<file path="src/rtl/mmc_launch_pkg.sv">
package mmc_launch_pkg;
   // register word indices
   localparam int unsigned IX_GCTRL = 0;
   localparam int unsigned IX_CLOCK = 1;
   localparam int unsigned IX_LANES = 2;
   localparam int unsigned IX_BLKSZ = 3;
   localparam int unsigned IX_BYTES = 4;
   localparam int unsigned IX_ARG   = 5;
   localparam int unsigned IX_CMD   = 6;

   // global control fields
   localparam int unsigned GC_IRQ   = 4;
   localparam int unsigned GC_DMAEN = 5;
   localparam int unsigned GC_CPUF  = 31;
   localparam int unsigned GC_NRST  = 3;   // soft, fifo, dma reset bits 0..2

   // clock control fields
   localparam int unsigned CK_ON = 16;
   localparam int unsigned CK_LP = 17;

   // command fields
   localparam int unsigned CM_START = 31;
   localparam int unsigned CM_UPD   = 21;
   localparam int unsigned CM_WAIT  = 13;

   localparam logic [31:0] SIZE_RESET = 32'h0000_0200;

   typedef enum logic [1:0] {
      LANES_1  = 2'd0,
      LANES_4  = 2'd1,
      LANES_8  = 2'd2,
      LANES_NA = 2'd3
   } lanes_e;

   typedef enum logic [1:0] {
      SQ_IDLE,
      SQ_ARM,
      SQ_UPD,
      SQ_RUN
   } seq_state_e;
endpackage

</file>
<file path="src/rtl/mmc_busy_timer.sv">
module mmc_busy_timer #(
   parameter int unsigned CYCLES = 4
) (
   input  logic clk,
   input  logic rst_n,
   input  logic clear,
   input  logic trig,
   output logic busy
);
   localparam int unsigned CW = $clog2(CYCLES + 1);

   if (CYCLES < 1) begin : g_bad_cycles
      $error("mmc_busy_timer: CYCLES must be at least 1");
   end

   logic [CW-1:0] cnt_q;

   always_ff @(posedge clk or negedge rst_n) begin
      if (!rst_n)                     cnt_q <= '0;
      else if (clear)                 cnt_q <= '0;
      else if (trig && cnt_q == '0)   cnt_q <= CW'(CYCLES);
      else if (cnt_q != '0)           cnt_q <= cnt_q - 1'b1;
   end

   assign busy = (cnt_q != '0);
endmodule

</file>
<file path="src/rtl/mmc_cmd_seq.sv">
module mmc_cmd_seq
   import mmc_launch_pkg::*;
#(
   parameter int unsigned UPD_CYCLES = 4
) (
   input  logic clk,
   input  logic rst_n,
   input  logic abort,
   input  logic accept,
   input  logic upd_only,
   input  logic wait_prev,
   input  logic xfer_busy,
   input  logic eng_done,
   output logic busy,
   output logic eng_launch,
   output logic clk_latch
);
   localparam int unsigned CW = $clog2(UPD_CYCLES + 1);

   if (UPD_CYCLES < 2) begin : g_bad_upd
      $error("mmc_cmd_seq: UPD_CYCLES must be at least 2");
   end

   seq_state_e    state_q;
   logic [CW-1:0] cnt_q;
   logic          release_ok;

   assign release_ok = !(wait_prev && xfer_busy);

   always_ff @(posedge clk or negedge rst_n) begin
      if (!rst_n) begin
         state_q <= SQ_IDLE;
         cnt_q   <= '0;
      end else if (abort) begin
         state_q <= SQ_IDLE;
         cnt_q   <= '0;
      end else begin
         unique case (state_q)
            SQ_IDLE: if (accept) state_q <= SQ_ARM;
            SQ_ARM: if (release_ok) begin
               if (upd_only) begin
                  state_q <= SQ_UPD;
                  cnt_q   <= CW'(UPD_CYCLES - 1);
               end else begin
                  state_q <= SQ_RUN;
               end
            end
            SQ_UPD: begin
               if (cnt_q <= CW'(1)) state_q <= SQ_IDLE;
               cnt_q <= cnt_q - 1'b1;
            end
            SQ_RUN: if (eng_done) state_q <= SQ_IDLE;
            default: state_q <= SQ_IDLE;
         endcase
      end
   end

   assign busy       = (state_q != SQ_IDLE);
   assign eng_launch = (state_q == SQ_ARM) && release_ok && !upd_only && !abort;
   assign clk_latch  = (state_q == SQ_UPD) && (cnt_q == CW'(1)) && !abort;
endmodule

</file>
<file path="src/rtl/card_host_launch.sv">
module card_host_launch
   import mmc_launch_pkg::*;
#(
   parameter int unsigned ADDR_W       = 4,
   parameter int unsigned DIV_W        = 16,
   parameter int unsigned BLK_W        = 16,
   parameter int unsigned CNT_W        = 32,
   parameter int unsigned RST_CYCLES   = 8,
   parameter int unsigned FLUSH_CYCLES = 4,
   parameter int unsigned UPD_CYCLES   = 4
) (
   input  logic              clk,
   input  logic              rst_n,
   input  logic              reg_wen,
   input  logic [ADDR_W-1:0] reg_addr,
   input  logic [31:0]       reg_wdata,
   output logic [31:0]       reg_rdata,
   output logic              ctl_irq_en,
   output logic              ctl_dma_en,
   output logic              ctl_cpu_fifo,
   output logic              fifo_flush,
   output logic              dma_flush,
   output logic [DIV_W-1:0]  clkgen_div,
   output logic              clkgen_on,
   output logic              clkgen_lowpwr,
   output logic [1:0]        lane_sel,
   output logic [BLK_W-1:0]  blk_size,
   output logic [CNT_W-1:0]  byte_count,
   output logic              eng_launch,
   output logic [31:0]       eng_cmd,
   output logic [31:0]       eng_arg,
   input  logic              eng_done,
   input  logic              xfer_busy
);
   if (ADDR_W < 3)                 begin : g_bad_addr $error("ADDR_W must be at least 3"); end
   if (DIV_W < 1 || DIV_W > 16)    begin : g_bad_div  $error("DIV_W must be 1..16"); end
   if (BLK_W < 10 || BLK_W > 32)   begin : g_bad_blk  $error("BLK_W must be 10..32"); end
   if (CNT_W < 10 || CNT_W > 32)   begin : g_bad_cnt  $error("CNT_W must be 10..32"); end

   logic               wr_ok, hit_gctrl, hit_clock, hit_lanes, hit_blk, hit_bytes, hit_arg, hit_cmd;
   logic               soft_trig, soft_busy, seq_busy, clk_latch, cmd_accept;
   logic [GC_NRST-1:0] rst_busy;

   logic               gc_irq_q, gc_dma_q, gc_cpu_q;
   logic [DIV_W-1:0]   ck_div_q, sh_div_q;
   logic               ck_on_q, ck_lp_q, sh_on_q, sh_lp_q;
   logic [1:0]         lane_q;
   logic [BLK_W-1:0]   blk_q;
   logic [CNT_W-1:0]   bytes_q;
   logic [31:0]        arg_q;
   logic [30:0]        cmd_q;

   assign soft_busy = rst_busy[0];
   assign wr_ok     = reg_wen && !soft_busy;
   assign hit_gctrl = wr_ok && (reg_addr == ADDR_W'(IX_GCTRL));
   assign hit_clock = wr_ok && (reg_addr == ADDR_W'(IX_CLOCK));
   assign hit_lanes = wr_ok && (reg_addr == ADDR_W'(IX_LANES));
   assign hit_blk   = wr_ok && (reg_addr == ADDR_W'(IX_BLKSZ));
   assign hit_bytes = wr_ok && (reg_addr == ADDR_W'(IX_BYTES));
   assign hit_arg   = wr_ok && (reg_addr == ADDR_W'(IX_ARG));
   assign hit_cmd   = wr_ok && (reg_addr == ADDR_W'(IX_CMD)) && !seq_busy;
   assign soft_trig = hit_gctrl && reg_wdata[0];
   assign cmd_accept = hit_cmd && reg_wdata[CM_START];

   // self-clearing reset request bits: bit 0 soft, bits 1..2 flushes
   for (genvar g = 0; g < GC_NRST; g++) begin : g_rst
      localparam int unsigned HOLD = (g == 0) ? RST_CYCLES : FLUSH_CYCLES;
      mmc_busy_timer #(.CYCLES(HOLD)) u_tmr (
         .clk   (clk),
         .rst_n (rst_n),
         .clear ((g == 0) ? 1'b0 : soft_trig),
         .trig  (hit_gctrl && reg_wdata[g]),
         .busy  (rst_busy[g])
      );
   end

   mmc_cmd_seq #(.UPD_CYCLES(UPD_CYCLES)) u_seq (
      .clk        (clk),
      .rst_n      (rst_n),
      .abort      (soft_trig || soft_busy),
      .accept     (cmd_accept),
      .upd_only   (cmd_q[CM_UPD]),
      .wait_prev  (cmd_q[CM_WAIT]),
      .xfer_busy  (xfer_busy),
      .eng_done   (eng_done),
      .busy       (seq_busy),
      .eng_launch (eng_launch),
      .clk_latch  (clk_latch)
   );

   always_ff @(posedge clk or negedge rst_n) begin
      if (!rst_n) begin
         gc_irq_q <= 1'b0; gc_dma_q <= 1'b0; gc_cpu_q <= 1'b0;
         ck_div_q <= '0;   ck_on_q  <= 1'b0; ck_lp_q  <= 1'b0;
         sh_div_q <= '0;   sh_on_q  <= 1'b0; sh_lp_q  <= 1'b0;
         lane_q   <= LANES_1;
         blk_q    <= BLK_W'(SIZE_RESET);
         bytes_q  <= CNT_W'(SIZE_RESET);
         arg_q    <= '0;
         cmd_q    <= '0;
      end else if (soft_trig) begin
         gc_irq_q <= 1'b0; gc_dma_q <= 1'b0;
         ck_div_q <= '0;   ck_on_q  <= 1'b0; ck_lp_q  <= 1'b0;
         sh_div_q <= '0;   sh_on_q  <= 1'b0; sh_lp_q  <= 1'b0;
         lane_q   <= LANES_1;
         blk_q    <= BLK_W'(SIZE_RESET);
         bytes_q  <= CNT_W'(SIZE_RESET);
         arg_q    <= '0;
         cmd_q    <= '0;
      end else begin
         if (hit_gctrl) begin
            gc_irq_q <= reg_wdata[GC_IRQ];
            gc_dma_q <= reg_wdata[GC_DMAEN];
            gc_cpu_q <= reg_wdata[GC_CPUF];
         end
         if (hit_clock) begin
            ck_div_q <= reg_wdata[DIV_W-1:0];
            ck_on_q  <= reg_wdata[CK_ON];
            ck_lp_q  <= reg_wdata[CK_LP];
         end
         if (clk_latch) begin
            sh_div_q <= ck_div_q;
            sh_on_q  <= ck_on_q;
            sh_lp_q  <= ck_lp_q;
         end
         if (hit_lanes && reg_wdata[1:0] != LANES_NA) lane_q <= reg_wdata[1:0];
         if (hit_blk)   blk_q   <= reg_wdata[BLK_W-1:0];
         if (hit_bytes) bytes_q <= reg_wdata[CNT_W-1:0];
         if (hit_arg)   arg_q   <= reg_wdata;
         if (hit_cmd)   cmd_q   <= reg_wdata[30:0];
      end
   end

   always_comb begin
      reg_rdata = '0;
      unique case (reg_addr)
         ADDR_W'(IX_GCTRL): reg_rdata = {gc_cpu_q, 25'b0, gc_dma_q, gc_irq_q, 1'b0, rst_busy};
         ADDR_W'(IX_CLOCK): reg_rdata = {14'b0, ck_lp_q, ck_on_q, 16'(ck_div_q)};
         ADDR_W'(IX_LANES): reg_rdata = {30'b0, lane_q};
         ADDR_W'(IX_BLKSZ): reg_rdata = 32'(blk_q);
         ADDR_W'(IX_BYTES): reg_rdata = 32'(bytes_q);
         ADDR_W'(IX_ARG):   reg_rdata = arg_q;
         ADDR_W'(IX_CMD):   reg_rdata = {seq_busy, cmd_q};
         default:           reg_rdata = '0;
      endcase
   end

   assign ctl_irq_en    = gc_irq_q;
   assign ctl_dma_en    = gc_dma_q;
   assign ctl_cpu_fifo  = gc_cpu_q;
   assign fifo_flush    = rst_busy[1];
   assign dma_flush     = rst_busy[2];
   assign clkgen_div    = sh_div_q;
   assign clkgen_on     = sh_on_q;
   assign clkgen_lowpwr = sh_lp_q;
   assign lane_sel      = lane_q;
   assign blk_size      = blk_q;
   assign byte_count    = bytes_q;
   assign eng_cmd       = {seq_busy, cmd_q};
   assign eng_arg       = arg_q;
endmodule

</file>
<file path="config.mk">
export PLATFORM = sky130hd
export DESIGN_NAME = card_host_launch
export DESIGN_NICKNAME = d
export VERILOG_FILES = /design/src/rtl/mmc_launch_pkg.sv /design/src/rtl/mmc_busy_timer.sv /design/src/rtl/mmc_cmd_seq.sv /design/src/rtl/card_host_launch.sv
export SDC_FILE = /design/constraint.sdc
export NUM_CORES = 1
export LEC_CHECK = 0
export ABC_AREA = 1
export BUFFER_PORTS_ARGS = -buffer_cell sky130_fd_sc_hd__buf_4
export CAP_MARGIN = 25
export CORE_UTILIZATION = 51
export DETAILED_ROUTE_END_ITERATION = 16
export GPL_ROUTABILITY_DRIVEN = 0
export PLACE_DENSITY = 0.77
export SYNTH_ARGS = -nofsm -noshare
export SYNTH_HDL_FRONTEND = slang
export SYNTH_HIERARCHICAL = 1
export SYNTH_SLANG_ARGS = --single-unit
</file>
<file path="constraint.sdc">
create_clock -name clk -period 4.7 [get_ports clk]
set_input_delay 0.94 -clock clk [delete_from_list [all_inputs] [get_ports clk]]
set_output_delay 0.94 -clock clk [all_outputs]
set_load 0.005 [all_outputs]
</file>
==> impl_results.md <==
* Setup crit start kind: input port
* MaxCap Viol Count at 0
* Port Buffers at 210
* Mapped Cells at around 1100
* Crit-path max FO at 19
* Worst path most repeated cell: buf_4
* Post-CTS Resized at 0
* Bufs and invs on worst path at 4
* Crit end category: output port
* Syn_area_per_cell at approximately 7.6 um^2
* Commonest cells post-synth: nand2_1 (385), nand3_1 (329), dfrtp_1 (165)
* Prevailing post-synth register cell: dfrtp_1
* Crit path DAT at ~2.6 ns
* Clock Path Buffers at 2
* Peak VDD IR at roughly 0.00033 V
* Async SR Flop Fraction at 100%
* Total CTS buffers at 17
* # IOs at roughly 210
* Final setup TNS at 0 ns
* Non-filler cells, final at between 1500 and 2000
* Post-detail-place hpwl at between 15000 and 20000 um
* Avg WL per Cell at ~17 um
* Post-Route WL at 26000 um
* CORE AREA at between 0.015 and 0.02 mm^2
* Fin util at between 60% and 70%
* Die Height at between 100 and 150 um
* First-pass GRT wire length at slightly above 40000 um
* Die area at ~0.017 mm^2
* Vias/cell at 5.59
* Grt total ovfl at 0
* Clk_skew at between 0.009 and 0.01 ns
* Worst Tran Pin Value at ~1.1 ns
* Slew HR at 23.7%
* Final period utilization at 74.7%
* Share of cells above drive strength 1 at 22.7%
* Post-synth EDFFs at 0
* Worst hold stages at 2
* Starting Density at 52.6%
* Hold-fix buffers, CTS at 0
* Critical R2R Launch: g_rst[0].u_tmr/cnt_q[0]$_DFFE_PN0P_
* CP max stage cell: nor2_2
* CP Depth at 8
* Synth Warn # at 6
* Sequential area share after synthesis at roughly 50%
* Die Width at between 100 and 150 um
* Number of global-route vias before repair at about 7400
* Root Driver: clkbuf_16
* Final Hold Viols at 0
* FP Rows at 46
* Synth top area cells: dfrtp_1 (49%), nand3_1 (20%), nand2_1 (17%)
* Flop2flop setup slack at 1.81 ns
* Post-route ant nets at 0
* Max Slew Vio Count at 0
* Sink Count at roughly 170
* Leading area contributor after synthesis: dfrtp_1
* Top cell type's share of synthesized area at approximately half
* Pin count of the biggest net entering global routing at about 280
* TritonCTS clock tree: done
* Initial drt markers at 918
* Most frequent cell after synthesis: nand2_1
* Antenna cells at 0
* Minimum clock period after layout at ~3.5 ns
* Slowest Stage Delay on Critical Path at slightly below 0.8 ns
* Synth-to-layout area growth at 26.6%
* Cells along the critical path: buf_4 > inv_2 > nand2_1 > nor2_2 > buf_4 > nand2_1 > nand4_1 > buf_4
* Vias at between 8000 and 9000
* Total global-route track usage at a little over 30%
* Critical path class: input port to output port
* PwrDens at approximately 530 mW/mm^2
* Post-CTS Setup Repair Bufs at 0
* Leakage at 5.97 nW
* H-tree depth at 4
* Status: completed
* Worst-skew pair later-pin latency at 0.43 ns
* FMAX at 0.285 GHz
* R2R cell count at 11
* Cells after DPL at 1477
* HP Start: u_seq/cnt_q[1]$_DFFE_PN0P_
* Synthesized flop and latch total at 167
* Final hold slack at between 0.5 and 0.6 ns
* Initial antenna violation count at 0
* RSZ-0062 raised after global routing: no
* Crit path max-delay family: simple AND/OR/NAND/NOR gates
* Drt pass-1 iters at 5
* Filler cell count at about 1400
* CP required at about 3.8 ns
* Residual DRC count at 0
* Hold crit path type: flip-flop to flip-flop
* Crit path from: reg_addr[3]
* Clk slew on worst S/H paths at around 0.07 ns
* Final setup fails at 0
* Final #Nets at 1328
* Unique masters post-synth at 29
* Post-Synthesis Cell Area at around 0.0084 mm^2
[state kept, by name, summed over array words and instances, names as in the netlist, 2 cells and up]
name	cells
byte_count	32
eng_arg	32
cmd_q	31
blk_size	16
ck_div_q	16
clkgen_div	16
g_rst.u_tmr/cnt_q	10
u_seq/cnt_q	3
lane_sel	2
u_seq/state_q	2
[layout make-up]
type	count	area, um^2	area share (%)
multi-input cells	820	3720	34.9
well taps	216	270	2.54
repair buffers	223	1690	15.9
flip-flops and latches	167	4180	39.3
inverters	51	191	1.80
clock buffers	18	429	4.03
clock inverters	14	165	1.55
[per-stage QoR]
stage                     setup WS, ns  power, mW  instance area, um^2
after global routing              1.03       6.04                10600
after detailed placement          1.22       4.25                10000
after floorplan                   1.68       3.18                 8420
after global placement            1.21       4.19                10000
final                             1.19       5.67                10600
after CTS                         1.22       5.68                10600
[layout by cell type, fill, tap and decap left out, drive strengths merged]
master,netlist,layout
nor2,56,56
or2,1,1
nand3,331,331
o21ai,8,8
inv,50,57
clkinvlp,0,1
buf,60,223
dfstp,2,2
dfrtp,165,165
nand2,390,390
bufinv,0,2
a21oi,10,10
xor2,2,2
clkbuf,10,18
xnor2,1,1
o21bai,1,1
nand4,8,8
nor3,2,2
conb,1,3
clkinv,1,5
ha,7,7
[metal layers]
metal | up-vias | track usage, % | share of wire (%)
li1 | 3964 | - | -
met1 | 3984 | 45.1 | 42
met2 | 433 | 46.7 | 45
met3 | 52 | 7.17 | 10
met4 | 0 | 9.67 | 2.4
met5 | - | 0 | 0
[power breakdown]
part | total [mW] | internal, mW | switching [mW]
clock network | 1.42 | 0.800 | 0.623
registers | 2.43 | 1.95 | 0.481
logic | 1.82 | 0.941 | 0.878
[worst min-delay path, delay by kind of cell, from the launching register on]
family	cells	cell delay, ns
compound gates	1	0.06
simple gates	1	0.05
flops	1	0.35
[logic make-up after synthesis]
| kind of cell | count (synthesis) | synth area share [%] |
|---|---|---|
| other | 1 | 0.0446 |
| buffers and inverters | 121 | 6.29 |
| and+or+nand+nor | 788 | 41.3 |
| AOI/OAI and AO/OA | 19 | 1.29 |
| adders and majority gates | 7 | 1.04 |
| xor gates and xnor gates | 3 | 0.313 |
| DFF | 167 | 49.7 |
[final timing paths]
| kind | to |
|---|---|
| worst max register to register | g_rst[0].u_tmr/cnt_q[3]$_DFFE_PN0P_ |
| worst min register to register | u_seq/cnt_q[1]$_DFFE_PN0P_ |
| max in group asynchronous | byte_count[31]$_DFFE_PN0P_ |
| worst max-delay path | reg_rdata[17] |
| worst min-delay path | u_seq/cnt_q[1]$_DFFE_PN0P_ |
| min in group asynchronous | clkgen_div[12]$_DFFE_PN0P_ |
No activity file was read; power rests on OpenSTA's default activity.
